[src/rtl/jkc_pkg.sv]
package jkc_pkg;

    // Instruction code presented to a cell, bit 1 = J, bit 0 = K
    typedef enum logic [1:0] {
        JK_HOLD = 2'b00,
        JK_CLR  = 2'b01,
        JK_SET  = 2'b10,
        JK_TOG  = 2'b11
    } jk_e;

    // Captured counting mode
    typedef enum logic [1:0] {
        DIV3     = 2'b00,
        DIV4     = 2'b01,
        DIV5     = 2'b10,
        DIV5_ALT = 2'b11
    } mode_e;

    function automatic int modulus_of(mode_e m);
        unique case (m)
            DIV3:          return 3;
            DIV4:          return 4;
            DIV5, DIV5_ALT: return 5;
        endcase
    endfunction

endpackage

[src/rtl/jkc_cell.sv]
module jkc_cell
    import jkc_pkg::*;
(
    input  logic clk,
    input  logic clr,
    input  jk_e  code,
    output logic q
);

    always_ff @(posedge clk) begin
        if (clr) begin
            q <= 1'b0;
        end else begin
            unique case (code)
                JK_HOLD: q <= q;
                JK_CLR:  q <= 1'b0;
                JK_SET:  q <= 1'b1;
                JK_TOG:  q <= ~q;
            endcase
        end
    end

    assert_hold_R2: assert property (@(posedge clk) disable iff (clr)
        (code == JK_HOLD) |=> $stable(q));
    assert_clear_R2: assert property (@(posedge clk) disable iff (clr)
        (code == JK_CLR) |=> (q == 1'b0));
    assert_set_R2: assert property (@(posedge clk) disable iff (clr)
        (code == JK_SET) |=> (q == 1'b1));
    assert_toggle_R2: assert property (@(posedge clk) disable iff (clr)
        (code == JK_TOG) |=> (q != $past(q)));

endmodule

[src/rtl/jkc_steer.sv]
module jkc_steer
    import jkc_pkg::*;
#(
    parameter int STAGES = 3
) (
    input  mode_e             mode,
    input  logic [STAGES-1:0] q,
    output jk_e               code [STAGES]
);

    logic [STAGES-1:0] j_in;
    logic [STAGES-1:0] k_in;

    always_comb begin
        // unused cells are held cleared
        j_in = '0;
        k_in = '1;
        unique case (mode)
            DIV3: begin
                j_in[0] = ~q[1];
                k_in[0] = 1'b1;
                j_in[1] = q[0];
                k_in[1] = 1'b1;
            end
            DIV4: begin
                j_in[0] = 1'b1;
                k_in[0] = 1'b1;
                j_in[1] = q[0];
                k_in[1] = q[0];
            end
            DIV5, DIV5_ALT: begin
                j_in[0] = ~q[2];
                k_in[0] = 1'b1;
                j_in[1] = q[0];
                k_in[1] = q[0];
                j_in[2] = q[0] & q[1];
                k_in[2] = 1'b1;
            end
        endcase
    end

    for (genvar i = 0; i < STAGES; i++) begin : g_code
        assign code[i] = jk_e'({j_in[i], k_in[i]});
    end

endmodule

[src/rtl/jkc_modcount.sv]
module jkc_modcount
    import jkc_pkg::*;
#(
    parameter int STAGES = 3
) (
    input  logic              clk,
    input  logic              rst,
    input  logic [1:0]        mode,
    output logic [STAGES-1:0] q,
    output logic              tc
);

    mode_e             mode_q;
    jk_e               code [STAGES];
    logic [STAGES-1:0] last_val;
    int                mod_now;

    // captured mode register
    always_ff @(posedge clk) begin
        if (rst) begin
            mode_q <= mode_e'(mode);
        end
    end

    jkc_steer #(.STAGES(STAGES)) u_steer (
        .mode (mode_q),
        .q    (q),
        .code (code)
    );

    for (genvar i = 0; i < STAGES; i++) begin : g_cell
        jkc_cell u_cell (
            .clk  (clk),
            .clr  (rst),
            .code (code[i]),
            .q    (q[i])
        );
    end

    // output process: wrap pulse
    always_comb begin
        mod_now  = modulus_of(mode_q);
        last_val = STAGES'(mod_now - 1);
    end

    always_ff @(posedge clk) begin
        if (rst) begin
            tc <= 1'b0;
        end else begin
            tc <= (q == last_val);
        end
    end

    assert_in_cycle_R8: assert property (@(posedge clk) disable iff (rst)
        (int'(q) < mod_now));
    assert_recover_R8: assert property (@(posedge clk) disable iff (rst)
        (int'(q) >= mod_now) |=> (int'(q) < mod_now));
    assert_tc_single_R6: assert property (@(posedge clk) disable iff (rst)
        tc |=> !tc);
    assert_tc_zero_R6: assert property (@(posedge clk) disable iff (rst)
        tc |-> (q == '0));
    assert_mode_held_R7: assert property (@(posedge clk) disable iff (rst)
        !rst |=> $stable(mode_q));

endmodule

[config.mk]
export PLATFORM = sky130hd
export DESIGN_NAME = jkc_modcount
export DESIGN_NICKNAME = d
export VERILOG_FILES = /design/src/rtl/jkc_pkg.sv /design/src/rtl/jkc_cell.sv /design/src/rtl/jkc_steer.sv /design/src/rtl/jkc_modcount.sv
export SDC_FILE = /design/constraint.sdc
export NUM_CORES = 1
export LEC_CHECK = 0
export ABC_AREA = 0
export BUFFER_PORTS_ARGS = -buffer_cell sky130_fd_sc_hd__buf_2
export CAP_MARGIN = 25
export CORE_AREA = 2 2 39 41
export DETAILED_ROUTE_END_ITERATION = 10
export DIE_AREA = 0 0 41 43
export PLACE_DENSITY_LB_ADDON = 0.12
export SLEW_MARGIN = 20
export SYNTH_ARGS = -nofsm -noshare
export SYNTH_HDL_FRONTEND = slang
export SYNTH_SLANG_ARGS = --single-unit
[constraint.sdc]
create_clock -name clk -period 2.3 [get_ports clk]
set_input_delay 0.46 -clock clk [delete_from_list [all_inputs] [get_ports clk]]
set_output_delay 0.46 -clock clk [all_outputs]
set_load 0.05 [all_outputs]
* After elaboration in Yosys (flattened, before gate mapping)
Cells that the tools add are included.
** Storage, ports and cells
- Register bits after elaboration :: 6
- Bits in latches :: 0
- Memory bits (writable) :: 0
- ROM bits :: 0
- Input port bits :: 4
- Output and inout bits :: 4
- Logic and storage cells :: 34
- Memories kept :: 0
** Operators by class
- Add/subtract/negate cells :: 1
- Multiply operators :: 0
- Divide/modulo/power cells :: 0
- Order comparisons :: 0
- Equality and inequality tests :: 10
- Shifts and indexed selects :: 0
- Multiplexer cells :: 7
- Bitwise logic cells :: 5
- Reduce and logical (&&, ||, !) cells :: 6
** Operators with widths (number)
- $eq A2 B2 Y1 const B :: 6
- $pmux W3 S3 :: 1
- $logic_not A2 Y1 :: 4
- $eq A2 B1 Y1 const B :: 3
- $pmux W1 S3 :: 2
- $pmux W2 S3 :: 1
- $not A1 Y1 :: 4
- $pmux W2 S2 :: 1
- $eq A3 B3 Y1 :: 1
- $reduce_or A3 Y1 :: 1
- $sub A3 B2 Y3 const B :: 1
- $pmux W1 S2 :: 1
- $reduce_or A2 Y1 :: 1
- $and A1 B1 Y1 :: 1
- $mux W1 :: 1

* Logic depth before layout (Yosys ltp)
Gate-level depths: netlist of run 1.
- Word-level depth :: 5
- Mapped depth :: 3
- Gate-level depth less buffers :: 3

* Hierarchy
Synthesis of run 1 repeated with hierarchy kept, for this count alone.
** Second synthesis, totals
- Cells, all modules :: 27
- Area, all modules :: 296.5 sq um
** Modules (own cells, without submodules)
- jkc_modcount :: instances 1, cells an instance 10, area each 151.4 sq um, sequential area each 80.1 sq um
- jkc_cell :: instances 3, cells an instance 3, area each 31.3 sq um, sequential area each 20.0 sq um
- jkc_steer :: instances 1, cells an instance 8, area each 51.3 sq um, sequential area each 0.0 sq um

* Worst setup path after synthesis of run 1
OpenSTA, ideal clock, no wires.
- Path type :: reg-to-output
- Start point :: reg g_cell[0].u_cell.q
- End point :: out q[0]
- Data arrival time :: 0.610 ns
- Required time :: 1.840 ns
- Setup slack :: 1.230 ns
- Stages on the path, launching flop included :: 2
- Cells stage by stage :: dfxtp_1 > buf_4
** RTL lines
- start: declaration :: line jkc_cell.sv:7 : output logic q
- start signal: assignment :: line jkc_cell.sv:15 : JK_HOLD: q <= q;
- start signal: assignment :: line jkc_cell.sv:18 : JK_TOG: q <= ~q;
- end: declaration :: line jkc_modcount.sv:9 : output logic [STAGES-1:0] q,
No word-level cell between the ends.

* Final worst setup path of run 1
- Start point :: reg g_cell[0].u_cell.q
- End point :: out q[0]
No word-level cell between the ends.

==> flow_summary.yaml, run 1 <==
finish:
  post_route_cells_drive_above_1_share: 0.323
  layout_common_cells: "sky130_fd_sc_hd__buf_2 (7), sky130_fd_sc_hd__dfxtp_1 (4), sky130_fd_sc_hd__clkbuf_4 (3)"
  post_layout_nonfiller_instances: 47
  layout.cells.most_common: "sky130_fd_sc_hd__buf_2"
  nets: 36
  area.sequential_um2: 140
  area_growth_pct: 23.9
  final_core_util: 0.221
  num-fill-cells: 152
  num_antenna_cells: 0
  multi_input_comb_area_um2: 80.1
place:
  globalplace.congestion: 0.672
  placedCellCount: 43
  place.detailed.hpwl_um: 305
  buffer_ports.inserted: 7
yosys:
  synth-adder-area-share: 0
  ys_ff_latch: 6
  synth_warnings: 0
  yosys.area_share.simple: 0.183
  synth_area_in_compound_gates: 0.107
  post_synth_instance_area_um2: 246
  mux_share_of_post_synthesis_cell_area: 0
  yosysUniqueCellTypes: 16
  syn_area_per_cell_um2: 10.7
  synth_top_family_by_area: "simple AND/OR/NAND/NOR gates"
  syn-num-nets: 27
  netlist_instances: 23
  synth_sequential_area_ratio: 0.569
  synth_xor_area_frac: 0.0355
clocking:
  tritoncts.num_buffers: 3
  clock_insertion_delay_worst_skew_ns: 0.24
  cts.sinks: 6
  cts.path.max_buffers: 2
  htreeDepth: 1
  post-cts-setup-buffer-count: 0
  cts_tree: "yes"
  postCtsResizedCells: 0
  clk_root_buffer_cell: "sky130_fd_sc_hd__clkbuf_4"
  cts.reportedPaths.clkPinSlew_ns: 0.05
  cts-hold-fix-buffers: 0
sta:
  grt_setup_unrepaired: "no"
  max_freq_mhz: 701
  worstMarginPinSlew_ns: 0.325
  timing.max_slew.rel_slack: 0.778
  post-route-min-period_ns: 1.43
  final.setup.tns_ns: 0
  clock-skew-final_ns: 0.000622
  finalHoldViolations: 0
  slew_viol_final: 0
  finalCritPeriodShare: 0.620
  final-setup-viol-count: 0
status:
  run_status: "completed"
critical_path:
  critPathSlowestCell: "sky130_fd_sc_hd__dfxtp_1"
  setup_slack_on_the_worst_flop_to_flop_path_ns: 1.17
  crit_family: "flip-flops"
  crit-reg2reg-launch: "mode_q[0]"
  worst_r2r_path_depth: 3
  critical_path.reg2reg.endpoint: "tc"
  cp_cell_sequence: "buf_2"
  critical_path_buf_inv_count: 1
  critical_path_start_type: "flop"
  arrival_ns: 0.97
  critical_path_peak_fanout: 7
  worst_setup_path_end_kind: "output pin"
  worst_ep_required_time_ns: 1.84
  crit_path_max_incr_delay_ns: 0.42
  critical_setup_path_kind: "reg -> out"
routing:
  route.detailed.wl_per_inst_um: 8.81
  wl_um: 414
  via_count: 180
  vias_per_cell: 3.83
  route.detailed.drc: 0
  final_antenna_net_count: 0
  first_pass_iters: 2
  drt_first_iter_violations: 2
global_routing:
  grt_first_pass_wirelength_um: 621
  total_routing_usage_reported_by_global_routing: 0.0646
  pin_count_of_the_biggest_net_entering_global_routing: 8
  grt_antenna_before_repair: 0
  number_of_global_route_vias_before_repair: 175
  aggregate_global_routing_overflow: 0
worst_hold_path:
  min_path_cells: 1
  worstHoldPathType: "in -> reg"
  min_to: "mode_q[0]"
  timing.hold.worst.start: "mode[0]"
job:
  max_cap_viol_count: 0
floorplanning:
  floorplan.die.height_um: 43
  num_io_pins: 8
  die_x_um: 41
  core_area_mm2: 0.00138
  design.die.area_mm2: 0.00176
  start_util: 0.178
  fp-row-count: 14
pwr:
  peakVddDrop_mv: 0.326
  power.density_cell_area_mw_per_mm2: 863
  totalPowerFinal_uw: 264
  leakagePower_nw: 0.124
## cells in the mapped netlist (all sizes together)
master | n | area [µm²]
nor3b | 1 | 7.51
nand3 | 1 | 5.00
nor3 | 1 | 5.00
or3 | 1 | 6.26
o211ai | 1 | 7.51
xor2 | 1 | 8.76
edfxtp | 2 | 60.1
inv | 1 | 3.75
nor2 | 1 | 3.75
a2111oi | 1 | 8.76
or2b | 1 | 7.51
nand2 | 1 | 3.75
nand2b | 1 | 6.26
a21oi | 2 | 10.0
buf | 3 | 22.5
dfxtp | 4 | 80.1
## per-layer routing
metal / routed length, µm / global-route usage / vias up
met5: 0 / 0 / -
met4: 10 / 0.0800 / 0
met3: 39 / 0.0628 / 2
met2: 179 / 0.0719 / 6
met1: 185 / 0.0556 / 77
li1: - / - / 95
## worst max-delay path by stage
stage                                  start    to  slack, ns  cells past startpoint
after global placement    g_cell[0].u_cell.q  q[0]       1.15                      1
after detailed placement  g_cell[0].u_cell.q  q[0]       1.13                      1
after CTS                 g_cell[0].u_cell.q  q[0]       0.85                      1
after floorplan           g_cell[0].u_cell.q  q[0]       1.23                      1
final                     g_cell[0].u_cell.q  q[0]       0.87                      1
after global routing      g_cell[0].u_cell.q  q[0]       0.81                      1
## through the flow
step / cell area [µm²] / setup slack (ns) / hold slack [ns]
finish: 305 / 0.874 / 0.388
CTS: 305 / 0.853 / 0.374
detailed placement: 279 / 1.13 / 0.496
floorplan: 246 / 1.23 / 0.456
global placement: 279 / 1.15 / 0.496
global route: 305 / 0.810 / 0.376
## report_power, final
part / leakage, nW / internal (mW) / switching, mW / total [mW]
logic: 0.0563 / 0.0104 / 0.0213 / 0.0317
registers: 0.0524 / 0.117 / 0.00817 / 0.125
clock network: 0.0150 / 0.0659 / 0.0406 / 0.107
## sequential cells by signal, indices dropped and copies added (netlist names)
register and flops:
g_cell.u_cell.q 3, mode_q 2, tc 1
## kinds of logic (layout without fill, tap and decap cells)
group,after synthesis,count (layout)
buffers and inverters,4,12
xor gates and xnor gates,1,1
DFF,6,6
AOI/OAI and AO/OA,4,4
and+or+nand+nor,8,8
## layout make-up
cell class	count	area share
Inverter	1	0.0123
Tap cell	16	0.0656
Sequential cell	6	0.459
Multi-Input combinational cell	13	0.262
Timing Repair Buffer	7	0.115
Clock buffer	4	0.0861
Note: power is estimated with default switching activity, not from simulation.
==> inputs of run 2 (changes only) <==
Clock period 2.3 ns to 1.3 ns, I/O delays scaled along.
==> flow_summary.yaml, run 2 (synthesis results as in run 1) <==
global_routing:
  aggregate_global_routing_overflow: 0
  total_routing_usage_reported_by_global_routing: 0.0695
  grt.busiest_layer: "met3"
  number_of_global_route_vias_before_repair: 167
  grt_antenna_before_repair: 0
  global_route.usage.met3: 0.0942
  gr-usage-met2: 0.0750
  grt_use_met1: 0.0584
  pin_count_of_the_biggest_net_entering_global_routing: 8
  grt_first_pass_wirelength_um: 662
finish:
  num_antenna_cells: 0
  top_register: "g_cell.u_cell.q"
  multi_input_comb_area_um2: 80.1
  number_of_flip_flops_in_the_largest_register: 3
  area.sequential_um2: 140
  post_route_cells_drive_above_1_share: 0.323
  layout_common_cells: "sky130_fd_sc_hd__buf_2 (6), sky130_fd_sc_hd__clkbuf_4 (4), sky130_fd_sc_hd__dfxtp_1 (4)"
  regs_by_ff_count: "g_cell.u_cell.q: 3 flops, mode_q: 2 flops, tc: 1 flops"
  area_growth_pct: 24.9
  final_core_util: 0.222
  nets: 36
  num-fill-cells: 148
  layout.cells.most_common: "sky130_fd_sc_hd__buf_2"
critical_path:
  critical_path_buf_inv_count: 1
  worst_ep_required_time_ns: 1.04
  critPathSlowestCell: "sky130_fd_sc_hd__dfxtp_1"
  worst_r2r_path_depth: 3
  critical_path_start_type: "flop"
  worst_setup_path_end_kind: "output pin"
  cp_cell_sequence: "clkbuf_4"
  crit_cells: 1
  crit_path_max_incr_delay_ns: 0.43
  critical_path_peak_fanout: 7
  critical_setup_path_kind: "reg -> out"
  crit_family: "flip-flops"
  arrival_ns: 0.96
routing:
  vias_per_cell: 3.83
  route.detailed.wl_per_inst_um: 8.21
  final_antenna_net_count: 0
  drt_first_iter_violations: 4
  wl_um: 386
  route.detailed.drc: 0
  via_count: 180
  first_pass_iters: 2
floorplanning:
  num_io_pins: 8
  fp-row-count: 14
  start_util: 0.178
  die_x_um: 41
  core_area_mm2: 0.00138
  design.die.area_mm2: 0.00176
  floorplan.die.height_um: 43
sta:
  final-setup-viol-count: 0
  finalHoldViolations: 0
  timing.max_slew.rel_slack: 0.785
  final.setup.tns_ns: 0
  clock-skew-final_ns: 0.00415
  worstMarginPinSlew_ns: 0.315
  max_freq_mhz: 821
  slew_viol_final: 0
  finalCritPeriodShare: 0.936
  grt_setup_unrepaired: "no"
  post-route-min-period_ns: 1.22
worst_hold_path:
  worstHoldPathType: "in -> reg"
  min_path_cells: 1
clocking:
  cts.path.max_buffers: 2
  clock_insertion_delay_worst_skew_ns: 0.25
  clk_root_buffer_cell: "sky130_fd_sc_hd__clkbuf_4"
  cts.reportedPaths.clkPinSlew_ns: 0.05
  tritoncts.num_buffers: 3
  cts_tree: "yes"
  cts.sinks: 6
  htreeDepth: 1
  post-cts-setup-buffer-count: 0
place:
  place.detailed.hpwl_um: 285
  globalplace.congestion: 0.629
  buffer_ports.inserted: 7
status:
  run_status: "completed"
pwr:
  peakVddDrop_mv: 0.620
  leakagePower_nw: 0.124
  power.density_cell_area_mw_per_mm2: 1510
job:
  max_cap_viol_count: 0
-- run 2: cell types whose count changed in the layout (fill, tap and decap cells not counted), sizes merged --
cell / before / now
buf: 7 / 6
clkbuf: 4 / 5
-- run 2: power by group --
group | internal, mW | switching (mW)
Sequential | 0.207 | 0.0142
Combinational | 0.0196 | 0.0374
Clock | 0.116 | 0.0700
-- run 2: metal layers --
| metal | part of all wire | vias to the layer above |
|---|---|---|
| met2 | 0.49 | 10 |
| met1 | 0.37 | 75 |
| met5 | 0 | - |
| met3 | 0.13 | 0 |
| met4 | 0 | 0 |
| li1 | - | 95 |
-- run 2: layout make-up --
class | count | area share
repair buffers | 7 | 0.122
multi-input cells | 13 | 0.260
well taps | 16 | 0.0650
clock buffers | 4 | 0.0854
flip-flops and latches | 6 | 0.455
inverters | 1 | 0.0122
-- run 2: worst paths after layout --
| kind | from | to | slack (ns) |
|---|---|---|---|
| max | g_cell[0].u_cell.q | q[0] | 0.08 |
| min | mode[0] | mode_q[0] | 0.19 |
| max reg2reg | mode_q[0] | tc | 0.18 |
| min reg2reg | g_cell[2].u_cell.q | tc | 0.50 |
-- run 2: stage by stage --
stage,hold WS (ns),power (mW),cells,setup WS (ns),cell area [µm²]
5_1_grt,0.166,0.504,47,0.0148,308
2_1_floorplan,0.329,0.272,23,0.235,246
6_report,0.187,0.465,47,0.0826,308
3_5_place_dp,0.439,0.282,43,0.194,279
4_1_cts,0.174,0.478,47,0.0373,305
3_3_place_gp,0.437,0.282,43,0.190,279
-- run 2: timing repair --
action | in CTS | in global routing
hold buffers | 0 | 0
endpoints found under the setup margin | 0 | 1
gates resized for setup | 0 | 1
